## src/rtl/cmplq_pkg.sv

```systemverilog
package cmplq_pkg;
  typedef enum logic [1:0] {
    SER_NONE  = 2'd0,
    SER_EXEC  = 2'd1,
    SER_STORE = 2'd2,
    SER_SYNC  = 2'd3
  } ser_cls_e;

  function automatic logic cls_is_plain(input logic [1:0] c);
    return c == SER_NONE;
  endfunction
endpackage

```

## src/rtl/cmplq_entries.sv

```systemverilog
module cmplq_entries #(
  parameter int DEPTH = 8,
  localparam int TW = $clog2(DEPTH)
) (
  input  logic                  clk,
  input  logic                  rst,
  input  logic [TW-1:0]         head,
  input  logic [TW:0]           count,
  input  logic [1:0]            wr_en,
  input  logic [TW-1:0]         wr_tag0,
  input  logic [TW-1:0]         wr_tag1,
  input  logic [1:0]            wr_cls0,
  input  logic [1:0]            wr_cls1,
  input  logic [1:0]            fin_vld,
  input  logic [TW-1:0]         fin_tag0,
  input  logic [TW-1:0]         fin_tag1,
  output logic [DEPTH-1:0][1:0] cls_o,
  output logic [DEPTH-1:0]      done_o,
  output logic [DEPTH-1:0]      occ_o
);
  logic [DEPTH-1:0][1:0] cls_mem;
  logic [DEPTH-1:0]      done_q;

  // occupancy: slot offset from head lies below the entry count
  for (genvar i = 0; i < DEPTH; i++) begin : g_occ
    logic [TW-1:0] off;
    assign off      = TW'(i) - head;
    assign occ_o[i] = {1'b0, off} < count;
  end

  // class storage: write-only at dispatch, no reset needed
  always_ff @(posedge clk) begin
    if (wr_en[0]) cls_mem[wr_tag0] <= wr_cls0;
    if (wr_en[1]) cls_mem[wr_tag1] <= wr_cls1;
  end

  for (genvar i = 0; i < DEPTH; i++) begin : g_done
    logic fin_hit, alloc_hit;
    assign fin_hit   = occ_o[i] &&
                       ((fin_vld[0] && fin_tag0 == TW'(i)) ||
                        (fin_vld[1] && fin_tag1 == TW'(i)));
    assign alloc_hit = (wr_en[0] && wr_tag0 == TW'(i)) ||
                       (wr_en[1] && wr_tag1 == TW'(i));
    always_ff @(posedge clk) begin
      if (rst)            done_q[i] <= 1'b0;
      else if (fin_hit)   done_q[i] <= 1'b1;
      else if (alloc_hit) done_q[i] <= 1'b0;
    end
  end

  assign cls_o  = cls_mem;
  assign done_o = done_q;
endmodule

```

## src/rtl/cmplq_dispatch.sv

```systemverilog
module cmplq_dispatch
  import cmplq_pkg::*;
#(
  parameter int DEPTH = 8,
  localparam int TW = $clog2(DEPTH)
) (
  input  logic [TW:0]   count,
  input  logic [TW-1:0] tail,
  input  logic [1:0]    req,
  input  logic [1:0]    cls0,
  input  logic [1:0]    cls1,
  input  logic          flush,
  output logic [1:0]    gnt,
  output logic [TW-1:0] tag0,
  output logic [TW-1:0] tag1
);
  logic [TW:0] free_slots;
  logic        pair_ok;

  assign free_slots = (TW+1)'(DEPTH) - count;
  assign pair_ok    = cls_is_plain(cls0) && cls_is_plain(cls1);
  assign tag0       = tail;
  assign tag1       = tail + TW'(1);

  always_comb begin
    gnt = 2'b00;
    if (!flush && req[0] && free_slots >= (TW+1)'(1)) begin
      gnt[0] = 1'b1;
      if (req[1] && pair_ok && free_slots >= (TW+1)'(2)) gnt[1] = 1'b1;
    end
  end
endmodule

```

## src/rtl/cmplq_retire.sv

```systemverilog
module cmplq_retire
  import cmplq_pkg::*;
#(
  parameter int DEPTH = 8,
  localparam int TW = $clog2(DEPTH)
) (
  input  logic [TW-1:0]         head,
  input  logic [TW:0]           count,
  input  logic [DEPTH-1:0][1:0] cls,
  input  logic [DEPTH-1:0]      done,
  input  logic                  flush,
  output logic [1:0]            ret_n,
  output logic                  store_bot
);
  logic [TW-1:0] h1;
  logic [1:0]    c0, c1;
  logic          r0, r1, bot_pairs;

  assign h1        = head + TW'(1);
  assign c0        = cls[head];
  assign c1        = cls[h1];
  assign bot_pairs = (c0 == SER_NONE) || (c0 == SER_STORE);
  assign r0        = !flush && count >= (TW+1)'(1) && done[head];
  assign r1        = r0 && count >= (TW+1)'(2) && done[h1] &&
                     cls_is_plain(c1) && bot_pairs;
  assign ret_n     = r1 ? 2'd2 : (r0 ? 2'd1 : 2'd0);
  assign store_bot = r0 && (c0 == SER_STORE);
endmodule

```

## src/rtl/cmplq_holds.sv

```systemverilog
module cmplq_holds
  import cmplq_pkg::*;
#(
  parameter int DEPTH = 8,
  localparam int TW = $clog2(DEPTH)
) (
  input  logic [TW-1:0]         head,
  input  logic [DEPTH-1:0][1:0] cls,
  input  logic [DEPTH-1:0]      done,
  input  logic [DEPTH-1:0]      occ,
  output logic                  exec_go,
  output logic                  hold_exu,
  output logic                  hold_lsu
);
  logic [DEPTH-1:0] exu_wait, sync_live;

  for (genvar i = 0; i < DEPTH; i++) begin : g_scan
    assign exu_wait[i]  = occ[i] && cls[i] == SER_EXEC && !done[i];
    assign sync_live[i] = occ[i] && cls[i] == SER_SYNC;
  end

  assign exec_go  = occ[head] && !done[head] &&
                    (cls[head] == SER_EXEC || cls[head] == SER_SYNC);
  assign hold_exu = |exu_wait;
  assign hold_lsu = |sync_live;
endmodule

```

## src/rtl/cmplq_top.sv

```systemverilog
module cmplq_top #(
  parameter int DEPTH = 8,
  localparam int TW = $clog2(DEPTH)
) (
  input  logic          clk,
  input  logic          rst,
  input  logic [1:0]    disp_req,
  input  logic [1:0]    disp_cls0,
  input  logic [1:0]    disp_cls1,
  output logic [1:0]    disp_gnt,
  output logic [TW-1:0] disp_tag0,
  output logic [TW-1:0] disp_tag1,
  input  logic [1:0]    fin_vld,
  input  logic [TW-1:0] fin_tag0,
  input  logic [TW-1:0] fin_tag1,
  input  logic          flush_vld,
  input  logic [TW-1:0] flush_idx,
  output logic [1:0]    ret_cnt,
  output logic [TW-1:0] ret_tag0,
  output logic [TW-1:0] ret_tag1,
  output logic          st_commit,
  output logic          exec_go,
  output logic [TW-1:0] exec_tag,
  output logic          hold_exu,
  output logic          hold_lsu
);
  logic [TW-1:0]         head;
  logic [TW:0]           count;
  logic [TW-1:0]         tail;
  logic [DEPTH-1:0][1:0] cls;
  logic [DEPTH-1:0]      done, occ;
  logic [1:0]            ret_n;
  logic                  store_bot;
  logic [TW-1:0]         fl_dist;
  logic [TW:0]           n_disp;

  assign tail    = head + count[TW-1:0];
  assign fl_dist = flush_idx - head;
  assign n_disp  = (TW+1)'(disp_gnt[0]) + (TW+1)'(disp_gnt[1]);

  cmplq_entries #(.DEPTH(DEPTH)) u_ent (
    .clk(clk), .rst(rst), .head(head), .count(count),
    .wr_en(disp_gnt), .wr_tag0(disp_tag0), .wr_tag1(disp_tag1),
    .wr_cls0(disp_cls0), .wr_cls1(disp_cls1),
    .fin_vld(fin_vld), .fin_tag0(fin_tag0), .fin_tag1(fin_tag1),
    .cls_o(cls), .done_o(done), .occ_o(occ)
  );

  cmplq_dispatch #(.DEPTH(DEPTH)) u_dsp (
    .count(count), .tail(tail), .req(disp_req),
    .cls0(disp_cls0), .cls1(disp_cls1), .flush(flush_vld),
    .gnt(disp_gnt), .tag0(disp_tag0), .tag1(disp_tag1)
  );

  cmplq_retire #(.DEPTH(DEPTH)) u_ret (
    .head(head), .count(count), .cls(cls), .done(done),
    .flush(flush_vld), .ret_n(ret_n), .store_bot(store_bot)
  );

  cmplq_holds #(.DEPTH(DEPTH)) u_hld (
    .head(head), .cls(cls), .done(done), .occ(occ),
    .exec_go(exec_go), .hold_exu(hold_exu), .hold_lsu(hold_lsu)
  );

  assign exec_tag = head;

  always_ff @(posedge clk) begin
    if (rst) begin
      head      <= '0;
      count     <= '0;
      ret_cnt   <= 2'd0;
      ret_tag0  <= '0;
      ret_tag1  <= '0;
      st_commit <= 1'b0;
    end else begin
      ret_cnt   <= ret_n;
      ret_tag0  <= head;
      ret_tag1  <= head + TW'(1);
      st_commit <= store_bot;
      if (flush_vld) begin
        count <= {1'b0, fl_dist} + (TW+1)'(1);
      end else begin
        head  <= head + TW'(ret_n);
        count <= count - (TW+1)'(ret_n) + n_disp;
      end
    end
  end
endmodule

```

## config.mk

```make
export PLATFORM = sky130hd
export DESIGN_NAME = cmplq_top
export DESIGN_NICKNAME = d
export VERILOG_FILES = /design/src/rtl/cmplq_pkg.sv /design/src/rtl/cmplq_entries.sv /design/src/rtl/cmplq_dispatch.sv /design/src/rtl/cmplq_retire.sv /design/src/rtl/cmplq_holds.sv /design/src/rtl/cmplq_top.sv
export SDC_FILE = /design/constraint.sdc
export NUM_CORES = 1
export LEC_CHECK = 0
export ABC_AREA = 0
export BUFFER_PORTS_ARGS = -buffer_cell sky130_fd_sc_hd__buf_2
export CAP_MARGIN = 20
export CORE_ASPECT_RATIO = 1.5
export CORE_MARGIN = 2
export CORE_UTILIZATION = 40
export CTS_CLUSTER_SIZE = 30
export DETAILED_ROUTE_END_ITERATION = 10
export GPL_TIMING_DRIVEN = 0
export PLACE_DENSITY = 0.57
export SETUP_SLACK_MARGIN = 0.02
export SLEW_MARGIN = 5
export SYNTH_ARGS = -nofsm -noshare
export SYNTH_HDL_FRONTEND = slang
export SYNTH_SLANG_ARGS = --single-unit
```

## constraint.sdc

```tcl
create_clock -name clk -period 5.25 [get_ports clk]
set_input_delay 0.525 -clock clk [delete_from_list [all_inputs] [get_ports clk]]
set_output_delay 0.525 -clock clk [all_outputs]
set_load 0.01 [all_outputs]
```

==> PnR_summary.wiki, run 1 <==
{| class="wikitable"
! Metric !! Value
|-
| Relative contribution of combinational cells to total power || 0.393
|-
| Dpl hpwl || 7.51 mm
|-
| Xor and xnor fraction of the mapped netlist area || 0.0355
|-
| Adder-cell area share of the yosys netlist || 0.166
|-
| Top-level port count || 43
|-
| Leading cell type in the layout, fill and taps excluded || sky130_fd_sc_hd__nor2_1
|-
| Number of nets produced by synthesis || 436
|-
| Startpoint types || register
|-
| Number of enable-type register cells in the synthesized netlist || 0
|-
| Fraction of layout cells with a size suffix above 1 || 0.176
|-
| Hold Vio Cnt, Final || 0
|-
| Highest cell delay on the worst timing path || 0.71 ns
|-
| Top Family by Delay on Critical Path || compound AO/OA/AOI/OAI gates
|-
| Number of iterations in the first detailed-routing pass || 4
|-
| Final count of pins violating max slew || 0
|-
| Number of placement rows || 40
|-
| Final WL || 9.53 mm
|-
| Count of routing violations after the opening detailed-route iteration || 146
|-
| Netlist area before placement || 3210 sq um
|-
| Internal portion of total power || 0.000841 W
|-
| Via count of the first global-routing pass || 2892
|-
| Seq pwr share || 0.353
|-
| Placed Instance Area || 3540 sq um
|-
| Reported leakage power || 1.62 nW
|-
| Main combinational cell family by area after synthesis || simple AND/OR/NAND/NOR gates
|-
| Synth Area per Inst || 8.51 sq um
|-
| Crit path buffers/inverters || 4
|-
| Initial antenna violation count || 0
|-
| Share of Yosys cell area claimed by the top area cell type || 0.250
|-
| Diodes inserted || 0
|-
| Kind of end point of the critical path || output port
|-
| Distinct cells, synth || 56
|-
| Worst path cell trace || buf_2, inv_1, ha_1, inv_1, ha_1, nor2b_1, o21a_1, o21ai_0, mux2_2, o221ai_1, nor2_1, buf_2
|-
| Commonest non-fill, non-tap cells in the layout || 59 x sky130_fd_sc_hd__nor2_1, 43 x sky130_fd_sc_hd__buf_2, 40 x sky130_fd_sc_hd__dfxtp_1
|-
| Biggest area contributors in the synthesized netlist || sky130_fd_sc_hd__dfxtp_1 25%, sky130_fd_sc_hd__ha_1 13%, sky130_fd_sc_hd__nor2_1 6.9%
|-
| Top cell type by total area after synthesis || sky130_fd_sc_hd__dfxtp_1
|-
| Number of instances in the synthesized netlist || 377
|-
| Drc violations || 0
|-
| Insertion delay to the later sink of the worst-skew pair || 0.29 ns
|-
| Outcome || completed
|-
| Ys flop type || sky130_fd_sc_hd__dfxtp_1
|-
| Critical Path RT || 4.72 ns
|-
| Standard cell core area || 7910 sq um
|-
| Final layout net count || 483
|-
| Hold Path Sink || u_ent.cls_o[2]
|-
| Number of fill cells in the layout || 824
|-
| Number of failing setup endpoints in the final timing report || 0
|-
| Final cell area excluding filler cells || 3710 sq um
|-
| Peak Freq || 0.228 GHz
|-
| H-tree depth || 2
|-
| RSZ-0062 raised after global routing || no
|-
| Sum of negative setup slack || 0 ns
|-
| Synth Warn # || 0
|-
| Clock Skews || 0.00729 ns
|-
| Die outline area || 8770 sq um
|-
| Peak ir drop on the vdd network || 281 uV
|-
| Number of synthesized register bits || 40
|-
| Simple-Gate Fraction of Synth Area || 0.251
|-
| Number of I/O port buffers || 40
|-
| Pin count of the biggest net entering global routing || 14
|-
| Sink count of the clock tree || 40
|-
| Synth Area in Compound Gates || 0.142
|-
| Overflow after GRT || 0
|-
| Worst-path clk slew || 0.06 ns
|-
| ANT nets after route || 0
|-
| Vertical die dimension || 114 microns
|-
| Buffers from clock root to sink, at most || 2
|-
| Post-cts hold buffer count || 0
|-
| First-pass GRT wire length || 15.2 mm
|-
| Part of the power in the clock network || 0.254
|-
| Arrival time of data at the critical path endpoint || 3.85 ns
|-
| Placer Congestion || 0.903
|-
| Setup bufs post-CTS || 0
|-
| Area added between synthesis and finish || 15.6%
|-
| Transition at the pin with the smallest max-transition slack || 0.918 ns
|-
| Ratio of total power to cell area || 378 nW/um^2
|-
| Num CTS Buffers || 5
|-
| Routed vias || 2947
|-
| Reg2reg setup slack || 1.24 ns
|-
| CTS Root Buffer Type || sky130_fd_sc_hd__clkbuf_16
|-
| Slew margin rel. || 0.382
|-
| Switching Power || 0.000560 W
|-
| Reg2Reg Capture Point || count[3]
|-
| Clock tree from TritonCTS || yes
|-
| Start-to-end type of the worst setup path || register to output port
|-
| Total of cells resized after clock tree synthesis || 0
|-
| Number of max-capacitance violations reported || 0
|-
| FF-to-FF Start || exec_tag[1]
|-
| Post-synthesis async set-or-reset flop share || 0
|-
| Worst Hold Class || register to register
|-
| Worst hold path startpoint || u_ent.cls_o[2]
|-
| Die width || 77.1 microns
|-
| Post-route minimum period || 4.38 ns
|-
| Portion of the post-synthesis area used by sequential elements || 0.250
|-
| Critical-path maximum fanout || 9
|-
| Slowest stage cell on the critical path || sky130_fd_sc_hd__o21ai_0
|-
| Period Utilization, post-route || 0.834
|-
| Initial core utilization || 0.406
|-
| Share of synthesized area spent on multiplexers || 0.103
|-
| FF-to-FF path depth || 15
|-
| Sw Share || 0.400
|-
| DR vias/cell || 5.56
|-
| Hold Path Depth || 2
|-
| Routed len/inst || 18.0 microns
|-
| Total routing resource utilization after global routing || 0.226
|}
==> logic make-up (layout without fill, tap and decap cells) <==
logic type               after synthesis  count (layout)
flip-flops                            40              40
buffers and inverters                 37              85
AO/OA/AOI/OAI                         62              62
multiplexers                          24              24
AND/OR/NAND/NOR                      162             162
adder cells (fa/ha/maj)               39              39
XOR/XNOR                              13              13
==> layer usage <==
metal  wire length (microns)  up-vias  track usage
met3                     357       29       0.0332
met5                       0        -            0
met4                     492        0        0.120
met1                    3730     1396        0.243
li1                        -     1438            -
met2                    4950       84        0.422
==> registers in the layout (all words and copies together) (netlist names) <==
signal / count
count: 4
exec_tag: 3
ret_cnt: 2
ret_tag0: 3
ret_tag1: 3
st_commit: 1
u_ent.cls_o: 16
u_ent.done_o: 8
==> cell usage after synthesis (all sizes together), types with 7 or more instances <==
cell	instances
a21oi	14
buf	11
nand2	24
nor3	12
nor2b	10
xnor2	8
nor2	59
ha	33
a221oi	7
o21ai	11
mux2i	15
inv	24
nand3	21
mux4	7
nand2b	8
dfxtp	40
==> final cells by class <==
type | instances | area, sq um | area share
Inverter | 25 | 93.8 | 0.0253
Clock buffer | 5 | 125 | 0.0337
Tap cell | 105 | 131 | 0.0354
Sequential cell | 40 | 801 | 0.216
Multi-Input combinational cell | 300 | 2240 | 0.604
Clock inverter | 3 | 42.5 | 0.0115
Timing Repair Buffer | 40 | 200 | 0.0540
Buffer | 12 | 75.1 | 0.0202
==> worst max path at each step <==
stage,from,endpoint,slack [ns],depth (start not counted)
after global routing,exec_tag[1],exec_go,0.71,12
after detailed placement,exec_tag[1],exec_go,1.23,12
after global placement,exec_tag[1],exec_go,1.13,12
after floorplan,exec_tag[1],count[3],1.87,15
after CTS,exec_tag[1],exec_go,0.91,12
final,exec_tag[1],exec_go,0.87,12
==> metrics by stage <==
step | hold slack (ns) | power (W) | setup WS, ns | utilization | std cells
after CTS | 0.513 | 0.00140 | 0.914 | 0.469 | 530
final | 0.518 | 0.00140 | 0.871 | 0.469 | 530
after global routing | 0.546 | 0.00149 | 0.707 | 0.469 | 530
after detailed placement | 0.505 | 0.00105 | 1.23 | 0.448 | 522
after floorplan | 0.458 | 0.000846 | 1.87 | - | 377
after global placement | 0.496 | 0.00104 | 1.13 | 0.448 | 522
==> worst min-delay path, cell delays in order, from the launching register on <==
cell and delay (ns):
sky130_fd_sc_hd__dfxtp_1 0.35, sky130_fd_sc_hd__nand2_1 0.07, sky130_fd_sc_hd__a21oi_1 0.05
==> power groups by stage <==
stage | Clock (W) | Combinational [W] | Sequential [W]
after detailed placement | 0 | 0.000547 | 0.000499
after global routing | 0.000371 | 0.000615 | 0.000504
final | 0.000355 | 0.000551 | 0.000494
after global placement | 0 | 0.000541 | 0.000499
after floorplan | 0 | 0.000395 | 0.000451
after CTS | 0.000361 | 0.000551 | 0.000491
No activity file was read; power rests on OpenSTA's default activity.
==> inputs of run 2 (changes only) <==
--- a/config.mk
+++ b/config.mk
@@ -14,7 +14,7 @@
 export CTS_CLUSTER_SIZE = 30
 export DETAILED_ROUTE_END_ITERATION = 10
 export GPL_TIMING_DRIVEN = 0
-export PLACE_DENSITY = 0.57
+export PLACE_DENSITY = 0.59
 export SETUP_SLACK_MARGIN = 0.02
 export SLEW_MARGIN = 5
 export SYNTH_ARGS = -nofsm -noshare
==> constraint.sdc (replaced) <==
create_clock -name clk -period 4 [get_ports clk]
set_input_delay 0.4 -clock clk [delete_from_list [all_inputs] [get_ports clk]]
set_output_delay 0.4 -clock clk [all_outputs]
set_load 0.01 [all_outputs]
==> PnR_summary.wiki, run 2 (same netlist as run 1, synthesis figures left out) <==
{| class="wikitable"
! Metric !! Value
|-
| ANT nets after route || 0 (unchanged)
|-
| Ratio of total power to cell area || 486 nW/um^2 (was 378 nW/um^2)
|-
| Placer Congestion || 0.868 (was 0.903)
|-
| Fraction of layout cells with a size suffix above 1 || 0.199 (was 0.176)
|-
| Sink count of the clock tree || 40 (unchanged)
|-
| Count of routing violations after the opening detailed-route iteration || 109 (was 146)
|-
| Number of iterations in the first detailed-routing pass || 4 (unchanged)
|-
| Clock tree from TritonCTS || yes (unchanged)
|-
| H-tree depth || 2 (unchanged)
|-
| Num CTS Buffers || 5 (unchanged)
|-
| Final layout net count || 491 (was 483)
|-
| Post-route minimum period || 3.72 ns
|-
| FF-to-FF Start || exec_tag[0] (was exec_tag[1])
|-
| Area added between synthesis and finish || 17.7% (was 15.6%)
|-
| Outcome || completed (unchanged)
|-
| Standard cell core area || 7910 sq um (unchanged)
|-
| Reg2reg setup slack || 0.35 ns (was 1.24 ns)
|-
| Via count of the first global-routing pass || 3022 (was 2892)
|-
| Top-level port count || 43 (unchanged)
|-
| Slew margin rel. || 0.449 (was 0.382)
|-
| Number of placement rows || 40 (unchanged)
|-
| Insertion delay to the later sink of the worst-skew pair || 0.29 ns (about the same)
|-
| Critical-path maximum fanout || 10 (was 9)
|-
| Hold Vio Cnt, Final || 0 (unchanged)
|-
| Kind of end point of the critical path || output port (unchanged)
|-
| Worst-path clk slew || 0.06 ns (about the same)
|-
| Number of max-capacitance violations reported || 0 (unchanged)
|-
| Final design utilization || 0.478 (was 0.469)
|-
| Commonest non-fill, non-tap cells in the layout || 59 x sky130_fd_sc_hd__nor2_1, 42 x sky130_fd_sc_hd__buf_2, 38 x sky130_fd_sc_hd__dfxtp_1 (was 59 x sky130_fd_sc_hd__nor2_1, 43 x sky130_fd_sc_hd__buf_2, 40 x sky130_fd_sc_hd__dfxtp_1)
|-
| Number of I/O port buffers || 40 (unchanged)
|-
| Transition at the pin with the smallest max-transition slack || 0.824 ns (was 0.918 ns)
|-
| Slowest stage cell on the critical path || sky130_fd_sc_hd__o21ai_1 (was sky130_fd_sc_hd__o21ai_0)
|-
| Buffers from clock root to sink, at most || 2 (unchanged)
|-
| Start-to-end type of the worst setup path || register to output port (unchanged)
|-
| Initial core utilization || 0.406 (unchanged)
|-
| Pin count of the biggest net entering global routing || 14 (unchanged)
|-
| Final count of pins violating max slew || 0 (unchanged)
|-
| Worst path cell trace || buf_6, buf_6, inv_1, ha_1, inv_1, ha_1, nor2b_1, o21a_1, o21ai_1, mux2_2, o221ai_1, nor2_1, buf_2 (was buf_2, inv_1, ha_1, inv_1, ha_1, nor2b_1, o21a_1, o21ai_0, mux2_2, o221ai_1, nor2_1, buf_2)
|-
| Critical Path RT || 3.60 ns (was 4.72 ns)
|-
| Worst hold path startpoint || disp_cls0[1] (was u_ent.cls_o[2])
|-
| Hold Path Depth || 3 (was 2)
|-
| Post-cts hold buffer count || 0 (unchanged)
|-
| Hold Path Sink || u_ent.cls_o[3] (was u_ent.cls_o[2])
|-
| Number of failing setup endpoints in the final timing report || 0 (unchanged)
|-
| Startpoint types || register (unchanged)
|-
| Arrival time of data at the critical path endpoint || 3.32 ns (was 3.85 ns)
|-
| Reg2Reg Capture Point || count[3] (unchanged)
|-
| First-pass GRT wire length || 15.5 mm (was 15.2 mm)
|-
| Reported leakage power || 1.65 nW (was 1.62 nW)
|-
| Highest cell delay on the worst timing path || 0.46 ns (was 0.71 ns)
|-
| Number of flip-flops under the largest register name || 16 (unchanged)
|-
| Crit path buffers/inverters || 5 (was 4)
|-
| Peak ir drop on the vdd network || 410 uV (was 281 uV)
|-
| Clock Skews || 0.00938 ns (was 0.00729 ns)
|-
| Final WL || 9.49 mm (was 9.53 mm)
|-
| Routed len/inst || 17.6 microns (was 18.0 microns)
|-
| Period Utilization, post-route || 0.931
|-
| Overflow after GRT || 0 (unchanged)
|-
| Drc violations || 0 (unchanged)
|-
| Vertical die dimension || 114 microns (unchanged)
|-
| FF-to-FF path depth || 16 (was 15)
|-
| Initial antenna violation count || 0 (unchanged)
|-
| Diodes inserted || 0 (unchanged)
|-
| Routed vias || 3043 (was 2947)
|-
| DR vias/cell || 5.66 (was 5.56)
|-
| Dpl hpwl || 7.40 mm (was 7.51 mm)
|-
| Die outline area || 8770 sq um (unchanged)
|-
| Critical path depth || 13 (was 12)
|-
| Top Family by Delay on Critical Path || compound AO/OA/AOI/OAI gates (unchanged)
|-
| CTS Root Buffer Type || sky130_fd_sc_hd__clkbuf_16 (unchanged)
|-
| RSZ-0062 raised after global routing || no (unchanged)
|-
| Total routing resource utilization after global routing || 0.226 (about the same)
|-
| Sum of negative setup slack || 0 ns (unchanged)
|-
| Hold Slack || 0.448 ns (was 0.518 ns)
|-
| Worst Hold Class || input port to register (was register to register)
|-
| Peak Freq || 0.269 GHz
|-
| Leading cell type in the layout, fill and taps excluded || sky130_fd_sc_hd__nor2_1 (unchanged)
|-
| Die width || 77.1 microns (unchanged)
|}
run 2: changes by cell type in the layout (fill, tap and decap cells not counted), sizes merged:
cell	change
clkbuf	+1
buf	+7
inv	-1
clkinvlp	+1
run 2: repair_timing:
item                                    4_1_cts  5_1_grt
pin swaps                                     0        2
endpoints found under the setup margin        3        4
setup buffers                                 0        8
resized for setup                             2        5
run 2: final cells by class:
type | count | area (sq um)
Clock buffer | 5 | 125
Fill cell | 847 | 4130
Tap cell | 105 | 131
Sequential cell | 40 | 803
Inverter | 25 | 97.6
Multi-Input combinational cell | 300 | 2240
Clock inverter | 3 | 42.5
Timing Repair Buffer | 48 | 260
Buffer | 12 | 77.6
run 2: per-stage QoR:
step	worst slack, ns	cells	power (W)	cell area [sq um]
detailed placement	0.0477	522	0.00137	3540
CTS	0.0297	530	0.00184	3710
global route	0.0511	538	0.00196	3780
finish	0.276	538	0.00184	3780
floorplan	0.624	377	0.00111	3210
global placement	0.0500	522	0.00136	3540
run 2: tightest hold or removal path: cells and delay by family:
| family | cells | cell delay [ns] |
|---|---|---|
| simple gates | 1 | 0.08 |
| compound gates | 1 | 0.05 |
| buf+inv | 1 | 0.16 |
run 2: power breakdown:
group	total [W]	switching (W)	leakage, nW	internal (W)
clock	0.000464	0.000171	0.0798	0.000293
combinational	0.000725	0.000406	1.24	0.000319
sequential	0.000648	0.000151	0.329	0.000497
run 2: worst max-delay path by stage:
stage                 from       end
6_report       exec_tag[0]   exec_go
2_1_floorplan  exec_tag[1]  count[3]
3_5_place_dp   exec_tag[1]  count[3]
3_3_place_gp   exec_tag[1]  count[3]
4_1_cts        exec_tag[1]   exec_go
5_1_grt        exec_tag[0]  hold_exu
run 2: layer usage:
layer	share of wire	up-vias	GRT usage
li1	-	1457	-
met1	0.41	1477	0.247
met2	0.52	85	0.424
met3	0.034	24	0.0372
met4	0.042	0	0.100
met5	0	-	0
